**src/rtl/pfpwm_pkg.sv**
```systemverilog
package pfpwm_pkg;
  localparam int NCH = 2;

  localparam logic [2:0] ADDR_CTRL = 3'd0;
  localparam logic [2:0] ADDR_CMP0 = 3'd1;
  localparam logic [2:0] ADDR_CAP  = 3'd3;
  localparam logic [2:0] ADDR_FCLR = 3'd4;

  localparam int SEL_LSB    = 0;
  localparam int MODE_LSB   = 3;
  localparam int TOPSEL_BIT = 7;

  typedef enum logic [1:0] {
    OM_PORT  = 2'd0,
    OM_PORT1 = 2'd1,
    OM_PWM   = 2'd2,
    OM_PWMN  = 2'd3
  } out_mode_e;

  function automatic int unsigned div_of(input logic [2:0] s);
    case (s)
      3'd1: return 1;
      3'd2: return 8;
      3'd3: return 64;
      3'd4: return 256;
      3'd5: return 1024;
      default: return 0;
    endcase
  endfunction
endpackage

```
**src/rtl/pfpwm_prescaler.sv**
```systemverilog
module pfpwm_prescaler
  import pfpwm_pkg::*;
#(
  parameter int PSC_W = 10
) (
  input  logic       clk,
  input  logic       rst_n,
  input  logic [2:0] sel,
  output logic       tick
);
  localparam int LIM_W = PSC_W + 1;

  logic [PSC_W-1:0] div_cnt;
  logic [LIM_W-1:0] lim;
  logic             stopped;

  always_comb begin
    lim     = LIM_W'(div_of(sel));
    stopped = (lim == '0);
    tick    = !stopped && ({1'b0, div_cnt} >= (lim - 1'b1));
  end

  always_ff @(posedge clk) begin
    if (!rst_n || stopped || tick) div_cnt <= '0;
    else                           div_cnt <= div_cnt + 1'b1;
  end
endmodule

```
**src/rtl/pfpwm_counter.sv**
```systemverilog
module pfpwm_counter
  import pfpwm_pkg::*;
#(
  parameter int W = 16
) (
  input  logic                    clk,
  input  logic                    rst_n,
  input  logic                    tick,
  input  logic                    top_sel,
  input  logic [W-1:0]            cap_buf,
  input  logic [NCH-1:0][W-1:0]   cmp_buf,
  output logic [W-1:0]            cnt,
  output logic                    last_up,
  output logic                    moved,
  output logic [W-1:0]            top_act,
  output logic [NCH-1:0][W-1:0]   cmp_act
);
  logic         load;
  logic [W-1:0] top_src;
  logic [W-1:0] top_use;

  always_comb begin
    load    = tick && (cnt == '0);
    top_src = top_sel ? cmp_buf[0] : cap_buf;
    top_use = load ? top_src : top_act;
  end

  always_ff @(posedge clk) begin
    if (!rst_n) begin
      cnt     <= '0;
      last_up <= 1'b0;
      moved   <= 1'b0;
      top_act <= '0;
      cmp_act <= '0;
    end else begin
      moved <= tick;
      if (load) begin
        top_act <= top_src;
        cmp_act <= cmp_buf;
      end
      if (tick) begin
        if (top_use == '0) begin
          cnt     <= '0;
          last_up <= 1'b0;
        end else if (cnt == '0) begin
          cnt     <= cnt + 1'b1;
          last_up <= 1'b1;
        end else if (cnt >= top_use) begin
          cnt     <= cnt - 1'b1;
          last_up <= 1'b0;
        end else if (last_up) begin
          cnt <= cnt + 1'b1;
        end else begin
          cnt <= cnt - 1'b1;
        end
      end
    end
  end
endmodule

```
**src/rtl/pfpwm_wavegen.sv**
```systemverilog
module pfpwm_wavegen
  import pfpwm_pkg::*;
#(
  parameter int W = 16
) (
  input  logic         clk,
  input  logic         rst_n,
  input  logic         moved,
  input  logic         last_up,
  input  logic [W-1:0] cnt,
  input  logic [W-1:0] cmp_act,
  input  logic [1:0]   mode,
  input  logic         force_port,
  input  logic         port_d,
  input  logic         dir,
  input  logic         flag_clr,
  output logic         pin,
  output logic         oe,
  output logic         flag
);
  logic      match;
  logic      wave;
  logic      drive;
  out_mode_e om;

  always_comb begin
    om    = out_mode_e'(mode);
    match = moved && (cnt == cmp_act);
    case (om)
      OM_PWM:  drive = force_port ? port_d : wave;
      OM_PWMN: drive = force_port ? port_d : !wave;
      default: drive = port_d;
    endcase
    pin = dir & drive;
    oe  = dir;
  end

  always_ff @(posedge clk) begin
    if (!rst_n) begin
      wave <= 1'b0;
      flag <= 1'b0;
    end else begin
      if (match) wave <= last_up;
      if (match)         flag <= 1'b1;
      else if (flag_clr) flag <= 1'b0;
    end
  end
endmodule

```
**src/rtl/pfpwm_timer.sv**
```systemverilog
module pfpwm_timer
  import pfpwm_pkg::*;
#(
  parameter int CNT_W = 16,
  parameter int PSC_W = 10
) (
  input  logic             clk,
  input  logic             rst_n,
  input  logic             wr_en,
  input  logic [2:0]       wr_addr,
  input  logic [CNT_W-1:0] wr_data,
  input  logic [1:0]       port_data,
  input  logic [1:0]       port_dir,
  output logic [1:0]       pwm_out,
  output logic [1:0]       pwm_oe,
  output logic [1:0]       cmp_flag
);
  logic [7:0]                 ctrl_q;
  logic [CNT_W-1:0]           cap_buf;
  logic [NCH-1:0][CNT_W-1:0]  cmp_buf;
  logic [NCH-1:0][CNT_W-1:0]  cmp_act;
  logic [CNT_W-1:0]           cnt;
  logic [CNT_W-1:0]           top_act;
  logic                       tick;
  logic                       moved;
  logic                       last_up;
  logic [NCH-1:0]             flag_clr;

  always_ff @(posedge clk) begin
    if (!rst_n) begin
      ctrl_q  <= '0;
      cap_buf <= '0;
      cmp_buf <= '0;
    end else if (wr_en) begin
      if (wr_addr == ADDR_CTRL) ctrl_q  <= wr_data[7:0];
      if (wr_addr == ADDR_CAP)  cap_buf <= wr_data;
      for (int i = 0; i < NCH; i++) begin
        if (wr_addr == ADDR_CMP0 + 3'(i)) cmp_buf[i] <= wr_data;
      end
    end
  end

  always_comb flag_clr = (wr_en && wr_addr == ADDR_FCLR) ? wr_data[NCH-1:0] : '0;

  pfpwm_prescaler #(.PSC_W(PSC_W)) u_psc (
    .clk   (clk),
    .rst_n (rst_n),
    .sel   (ctrl_q[SEL_LSB +: 3]),
    .tick  (tick)
  );

  pfpwm_counter #(.W(CNT_W)) u_cnt (
    .clk     (clk),
    .rst_n   (rst_n),
    .tick    (tick),
    .top_sel (ctrl_q[TOPSEL_BIT]),
    .cap_buf (cap_buf),
    .cmp_buf (cmp_buf),
    .cnt     (cnt),
    .last_up (last_up),
    .moved   (moved),
    .top_act (top_act),
    .cmp_act (cmp_act)
  );

  for (genvar g = 0; g < NCH; g++) begin : g_ch
    pfpwm_wavegen #(.W(CNT_W)) u_wave (
      .clk        (clk),
      .rst_n      (rst_n),
      .moved      (moved),
      .last_up    (last_up),
      .cnt        (cnt),
      .cmp_act    (cmp_act[g]),
      .mode       (ctrl_q[MODE_LSB + 2*g +: 2]),
      .force_port ((g == 0) ? ctrl_q[TOPSEL_BIT] : 1'b0),
      .port_d     (port_data[g]),
      .dir        (port_dir[g]),
      .flag_clr   (flag_clr[g]),
      .pin        (pwm_out[g]),
      .oe         (pwm_oe[g]),
      .flag       (cmp_flag[g])
    );
  end
endmodule

```
**config.mk**
```make
export PLATFORM = sky130hd
export DESIGN_NAME = pfpwm_timer
export DESIGN_NICKNAME = d
export VERILOG_FILES = /design/src/rtl/pfpwm_pkg.sv /design/src/rtl/pfpwm_prescaler.sv /design/src/rtl/pfpwm_counter.sv /design/src/rtl/pfpwm_wavegen.sv /design/src/rtl/pfpwm_timer.sv
export SDC_FILE = /design/constraint.sdc
export NUM_CORES = 1
export LEC_CHECK = 0
export BUFFER_PORTS_ARGS = -buffer_cell sky130_fd_sc_hd__clkbuf_2
export CAP_MARGIN = 20
export CORE_MARGIN = 5
export CORE_UTILIZATION = 41
export CTS_BUF_LIST = sky130_fd_sc_hd__clkbuf_4
export DETAILED_ROUTE_END_ITERATION = 7
export PLACE_DENSITY = 0.64
export SYNTH_ARGS = -nofsm -noshare
export SYNTH_HDL_FRONTEND = slang
export SYNTH_HIERARCHICAL = 1
export SYNTH_SLANG_ARGS = --single-unit
```
**constraint.sdc**
```tcl
create_clock -name clk -period 13.1 [get_ports clk]
set_input_delay 2.62 -clock clk [delete_from_list [all_inputs] [get_ports clk]]
set_output_delay 2.62 -clock clk [all_outputs]
set_load 0.05 [all_outputs]
```
== Word level (Yosys, flattened, before mapping) ==
Cells that the tools add are included.

* Order comparisons: 2
* Equal/unequal tests: 15
* Shift-type cells: 0
* Div/mod/pow operators: 0
* Multipliers: 0
* Bitwise logic cells: 2
* Muxes and demuxes: 19
* Add/subtract/negate cells: 4
* Reduce and logical (&&, ||, !) cells: 23

{| class="wikitable"
|+ Operators by type and width
! cell !! number
|-
| 2-to-1 mux 16 bit || 6
|-
| one-hot mux 11 bit (5 select lines) || 1
|-
| == test 16 bit || 2
|-
| logical NOT 16 bit || 2
|-
| adder 16 x 1 -> 16 bit (second input constant) || 1
|-
| greater-or-equal comparator 16 bit || 1
|-
| subtractor 16 x 1 -> 16 bit (second input constant) || 1
|-
| == test 3 x 2 -> 1 bit (second input constant) || 4
|-
| greater-or-equal comparator 10 x 11 -> 1 bit || 1
|-
| logical NOT 11 bit || 1
|-
| subtractor 11 x 1 -> 11 bit (second input constant) || 1
|-
| adder 10 x 1 -> 10 bit (second input constant) || 1
|-
| AND reduction 2 bit || 5
|-
| == test 3 bit (second input constant) || 3
|-
| 2-to-1 mux 1 bit || 9
|-
| == test 2 bit (second input constant) || 4
|-
| == test 3 x 1 -> 1 bit (second input constant) || 2
|-
| logical AND 1 bit || 5
|-
| logical NOT 1 bit || 4
|-
| one-hot mux 1 bit (2 select lines) || 2
|-
| nonzero test 2 bit || 2
|-
| logical NOT 3 bit || 1
|-
| nonzero test 3 bit || 1
|-
| AND 1 bit || 2
|-
| other kinds (2) || 3
|}

* Bits in writable memories: 0
* Output and inout port bits: 6
* Memories: 0
* Word-level logic and storage cells: 80
* Bits in latches: 0
* Bits in registers: 136
* Bits of input ports: 26
* Memory bits (read-only): 0

== Longest topological paths before layout ==
* Word-level depth: 11
* Mapped depth: 28
* Mapped depth without buffers: 22

== Modules after synthesis ==
The synthesis kept the hierarchy.

{| class="wikitable"
|+ Modules (own cells, without submodules)
! module !! cells an instance !! instances !! area an instance (sq um) !! sequential area each (sq um)
|-
| pfpwm_counter || 442 || 1 || 3634.7 || 1321.3
|-
| pfpwm_timer || 207 || 1 || 2103.3 || 1121.1
|-
| pfpwm_prescaler || 101 || 1 || 918.4 || 200.2
|-
| pfpwm_wavegen || 37 || 2 || 314.1 || 40.0
|}

== Worst setup path before layout ==
Ideal clock, no wire load.

* Path type: flip-flop to flip-flop
* From: register ctrl_q[2]
* To: register u_cnt.cnt[11]
* Path slack: 7.148 ns
* Buffers on the path: 6
* Required time: 13.026 ns
* Arrival: 5.877 ns
* Clock period less this slack: 5.952 ns
* Library setup time: 0.074 ns
* Stages on the path, launching flop included: 27
* Path through: dfxtp_1 -> inv_1 -> ha_1 -> or3_1 -> ha_1 -> buf_2 -> a211o_1 -> ha_1 -> a211oi_1 -> o221ai_1 -> a21o_1 -> buf_2 -> and2_1 -> nand2_1 -> clkbuf_1 -> clkbuf_1 -> a21oi_1 -> ha_1 -> a21o_1 -> a221o_1 -> a2111o_1 -> or3_1 -> buf_6 -> buf_12 -> mux2i_1 -> or2_2 -> a31oi_1

* Longest elaborated chain between the ends: 11
* Elaborated cells between the ends (all ways): 18
* Classes of those cells: 1 x add/sub; 2 x order compare; 5 x eq/ne; 5 x mux; 5 x reduce/logical

{| class="wikitable"
|+ RTL lines
! item !! line !! text
|-
| from (decl) || pfpwm_timer.sv:18 || <nowiki>logic [7:0] ctrl_q;</nowiki>
|-
| from (signal assigned) || pfpwm_timer.sv:35 || <nowiki>if (wr_addr == ADDR_CTRL) ctrl_q <= wr_data[7:0];</nowiki>
|-
| == test 3 bit, or another cell as far along || pfpwm_pkg.sv:21 || <nowiki>case (s)</nowiki>
|-
| one-hot mux 11 bit (5 select lines) * || pfpwm_pkg.sv:21 ||
|-
| subtractor 11 x 1 -> 11 bit / logical NOT 11 bit (equally long branches) || pfpwm_prescaler.sv:20, pfpwm_prescaler.sv:19 ||
|-
| greater-or-equal comparator 10 x 11 -> 1 bit / logical NOT 1 bit (equally long branches) || pfpwm_prescaler.sv:20 || <nowiki>tick = !stopped && ({1'b0, div_cnt} >= (lim - 1'b1));</nowiki>
|-
| logical AND 1 bit * || pfpwm_prescaler.sv:20 ||
|-
| via tick || pfpwm_timer.sv:24 || <nowiki>logic tick;</nowiki>
|-
| logical AND 1 bit || pfpwm_counter.sv:23 || <nowiki>load = tick && (cnt == '0);</nowiki>
|-
| 2-to-1 mux 16 bit || -- ||
|-
| greater-or-equal comparator 16 bit || pfpwm_counter.sv:48 || <nowiki>end else if (cnt >= top_use) begin</nowiki>
|-
| 2-to-1 mux 16 bit || pfpwm_counter.sv:48 ||
|-
| 2-to-1 mux 16 bit || pfpwm_counter.sv:45 || <nowiki>end else if (cnt == '0) begin</nowiki>
|-
| 2-to-1 mux 16 bit || pfpwm_counter.sv:42 || <nowiki>if (top_use == '0) begin</nowiki>
|-
| to (signal assigned) || pfpwm_counter.sv:46 || <nowiki>cnt <= cnt + 1'b1;</nowiki>
|-
| to (signal assigned) || pfpwm_counter.sv:49 || <nowiki>cnt <= cnt - 1'b1;</nowiki>
|-
| to (signal assigned) || pfpwm_counter.sv:52 || <nowiki>cnt <= cnt + 1'b1;</nowiki>
|-
| to (decl) || pfpwm_counter.sv:12 || <nowiki>output logic [W-1:0] cnt,</nowiki>
|}

Mark *: on every way through the listed nets, which the timed path passes. The rest lies on a longest branch.
A chain may end at the register's enable or synchronous reset.

== Final worst setup path ==
* From: register ctrl_q[2]
* To: register u_cnt.cnt[2]

Same word-level chain as after synthesis.

==> flow_metrics.py <==
metrics = {
    "yosys": {
        "synth_top_family_by_area": "simple AND/OR/NAND/NOR gates",
        "synth_edf_count": 0,
        "ys_ff_latch": 136,
        "synthSimpleGateAreaFrac": 0.224,
        "syn_avg_cell_area_um2": 8.84,
        "yosysWarningCount": 6,
        "synth_ff_type": "dfxtp_1",
        "syn_area_um2": 7280,
        "synth-seq-area-share": 0.374,
        "syn_inst": 824,
        "async_flop_share": 0,
        "synth_xor_area_frac": 0.0529,
        "synth_compound_area_frac": 0.131,
        "synth_mux_area_frac": 0.119,
        "synthAdderAreaFrac": 0.0567,
        "synth_nets": 883,
        "synthDistinctLibCells": 65,
    },
    "sta": {
        "fin_setup_tns_ns": 0,
        "drv_slew": 0,
        "fin_crit_sh": 0.514,
        "slew_headroom": 0.431,
        "finalSetupViolations": 0,
        "timing_hold_violations_final": 0,
        "max_freq_mhz": 149,
        "rsz0062_at_grt": "false",
        "fin_crit_ns": 6.73,
        "tightest_slew_ns": 0.853,
        "finClkSkew_ns": 0.0343,
        "worst_slack_ns": 6.37,
    },
    "clocking": {
        "cts.path.max_buffers": 2,
        "cts_resized": 0,
        "clk_pin_slew_ns": 0.13,
        "postCtsSetupBuffers": 0,
        "h-tree-depth": 4,
        "hold_buffers": 0,
        "cts_tree": "yes",
        "cts.sinks": 136,
        "cts_buffers": 17,
        "cts_root_buffer": "clkbuf_4",
        "clkLatencyLatePin_ns": 0.56,
    },
    "final_layout": {
        "register_area_um2": 2720,
        "layout-drive-gt1-share": 0.112,
        "syn2layout_area_growth_pct": 7.13,
        "multi_input_area_um2": 4260,
        "finalNetCount": 897,
        "fillerInstances": 1679,
        "fin_area_um2": 7800,
    },
    "power_and_ir_drop": {
        "clockPowerShare": 0.361,
        "p_seq_frac": 0.586,
        "netSwitchingFraction": 0.268,
        "comb_power_share": 0.053,
        "powerDensity_nw_per_um2": 92.0,
        "power.switching_uw": 192,
        "p_int_uw": 525,
        "vdd_drop_max_mv": 0.0528,
        "power_leakage_nw": 3.22,
    },
    "global_routing": {
        "grt_pass1_vias": 5555,
        "grt_max_degree": 70,
        "overflow": 0,
        "grt_util_all_layers": 0.177,
        "grt_pass1_wl_mm": 28.7,
        "grt_antenna_before_repair": 1,
    },
    "placed_design": {
        "postPlaceCellArea_um2": 7550,
        "io_buffers": 31,
        "dp_slack_ns": 6.38,
        "post-dp-hpwl_mm": 12.5,
        "place_congestion": 0.814,
    },
    "floorplan": {
        "die_y_um": 143,
        "coreArea_um2": 17400,
        "start_util": 0.420,
        "io_pins": 32,
        "core.rowCount": 48,
        "die_w_um": 143,
        "die-area_um2": 20500,
    },
    "worst_setup_path": {
        "critPathMaxStageDelay_ns": 0.73,
        "cp.arrival_ns": 7.18,
        "crit_path_frequent_cell": "ha_1",
        "worstSetupEndpointType": "register",
        "crit_chain": "inv_1 -> ha_1 -> or3_1 -> ha_1 -> a211o_1 -> ha_1 -> a211oi_1 -> o221ai_1 -> a21o_1 -> and2_1 -> nand2_2 -> buf_4 -> a21oi_1 -> ha_1 -> and4_1 -> nand4_1 -> a2111oi_0 -> or3_1 -> nand2_1 -> a22o_1 -> a221o_1",
        "cp_data_required_time_ns": 13.55,
        "cp_max_fo": 39,
        "critPathLaunchType": "register",
        "criticalPathCategory": "reg2reg",
        "critical-path-slowest-cell": "or3_1",
    },
    "routing": {
        "drc": 0,
        "dr.pass1.iters": 5,
        "via_count": 5726,
        "ant_nets": 0,
        "avgRoutedWirePerCell_um": 16.2,
        "viasPerCell": 5.32,
        "drtIter0Drc": 352,
        "routed_wirelength_mm": 17.4,
    },
    "job": {
        "maxCapViolations": 0,
    },
    "status": {
        "status": "finished, final reports clean",
    },
    "worst_hold_path": {
        "hold_class": "reg2reg",
    },
}
==> cell type report <==
cell class / count / share of cell area
antenna: 1 / 0.000321
multi-input combinational: 626 / 0.546
tap: 225 / 0.0361
sequential: 136 / 0.349
clock inverter: 15 / 0.0164
inverter: 20 / 0.00962
timing repair buffer: 37 / 0.0260
clock buffer: 17 / 0.0164
==> worst paths after layout <==
check        startpoint           end  slack (ns)  depth (start not counted)
min reg2reg   ctrl_q[4]     ctrl_q[4]        0.46                          2
max           ctrl_q[2]  u_cnt/cnt[2]        6.37                         21
min           ctrl_q[4]     ctrl_q[4]        0.46                          2
max reg2reg   ctrl_q[2]  u_cnt/cnt[2]        6.37                         21
==> critical path: cells and delay by family, from the launching register on <==
family | cells | cell delay [ns]
simple gates | 7 | 2.44
compound gates | 8 | 2.04
fa+ha+maj | 4 | 1.17
buf+inv | 2 | 0.57
flops | 1 | 0.41
==> synth_stat cells (all sizes together) (5+ instances only) <==
library cell  instances  area, um2
buf                  18        138
nor2                 33        124
nand2b                6       37.5
or2                   5       31.3
or3                  11       68.8
ha                   33        413
nor3                 11       55.1
clkbuf               24       90.1
mux2i                83        831
nand2               167        627
and2                  6       37.5
a21boi               34        255
o21ai                11       66.3
dfxtp               136       2720
nor4                 18        138
nor4b                 5       43.8
a21oi                36        180
nand4                 9       56.3
xor2                 19        166
a211oi               12        140
inv                  20       75.1
xnor2                25        219
nor2b                29        181
nand3                12       65.1
==> per-stage QoR <==
| stage | hold WS, ns | std cells | util | total power [mW] |
|---|---|---|---|---|
| global route | 0.497 | 1077 | 0.450 | 0.753 |
| global placement | 0.441 | 1044 | 0.435 | 0.468 |
| CTS | 0.467 | 1076 | 0.449 | 0.726 |
| floorplan | 0.434 | 824 | - | 0.456 |
| detailed placement | 0.449 | 1044 | 0.435 | 0.468 |
| finish | 0.463 | 1077 | 0.450 | 0.718 |
==> registers in the layout, summed over array words and instances (netlist names) <==
signal	flops
cap_buf	16
ctrl_q	8
u_cnt/cnt	16
g_ch.u_wave/flag	2
g_ch.u_wave/wave	2
cmp_buf	32
u_cnt/last_up	1
u_cnt/cmp_act	32
u_cnt/moved	1
u_cnt/top_act	16
u_psc/div_cnt	10
==> logic make-up (layout without fill, tap and decap cells) <==
kind of cell    after synthesis  in the layout
fa+ha+maj                    33             33
buf+inv                      62             89
simple gates                331            331
other cells                   1              2
xor+xnor                     44             44
flops                       136            136
compound gates              131            131
mux                          86             86
==> power groups by stage <==
stage | registers, mW | logic (mW) | clock network [mW]
finish | 0.421 | 0.0382 | 0.259
global route | 0.422 | 0.0421 | 0.289
global placement | 0.430 | 0.0381 | 0
CTS | 0.421 | 0.0384 | 0.267
floorplan | 0.429 | 0.0269 | 0
detailed placement | 0.430 | 0.0383 | 0
==> routing by layer <==
| layer | up-vias | GRT usage | part of all wire |
|---|---|---|---|
| li1 | 2913 | - | - |
| met1 | 2675 | 0.253 | 0.50 |
| met2 | 123 | 0.276 | 0.45 |
| met3 | 15 | 0.0353 | 0.039 |
| met4 | 0 | 0.0451 | 0.0087 |
| met5 | - | 0 | 0 |
==> layout by cell type, fill, tap and decap left out, types with 10 or more instances in the layout <==
cell type  count
nand3_1       11
xor2_1        19
dfxtp_1      136
nand2_1      166
clkbuf_2      30
nor3_1        11
inv_1         20
xnor2_1       25
or3_1         11
nor2_1        32
nor4_1        14
nor2b_1       29
a21boi_0      27
mux2i_1       83
clkbuf_4      17
a21oi_1       36
ha_1          33
a211oi_2      10
Power figures use the tool's default switching activity.
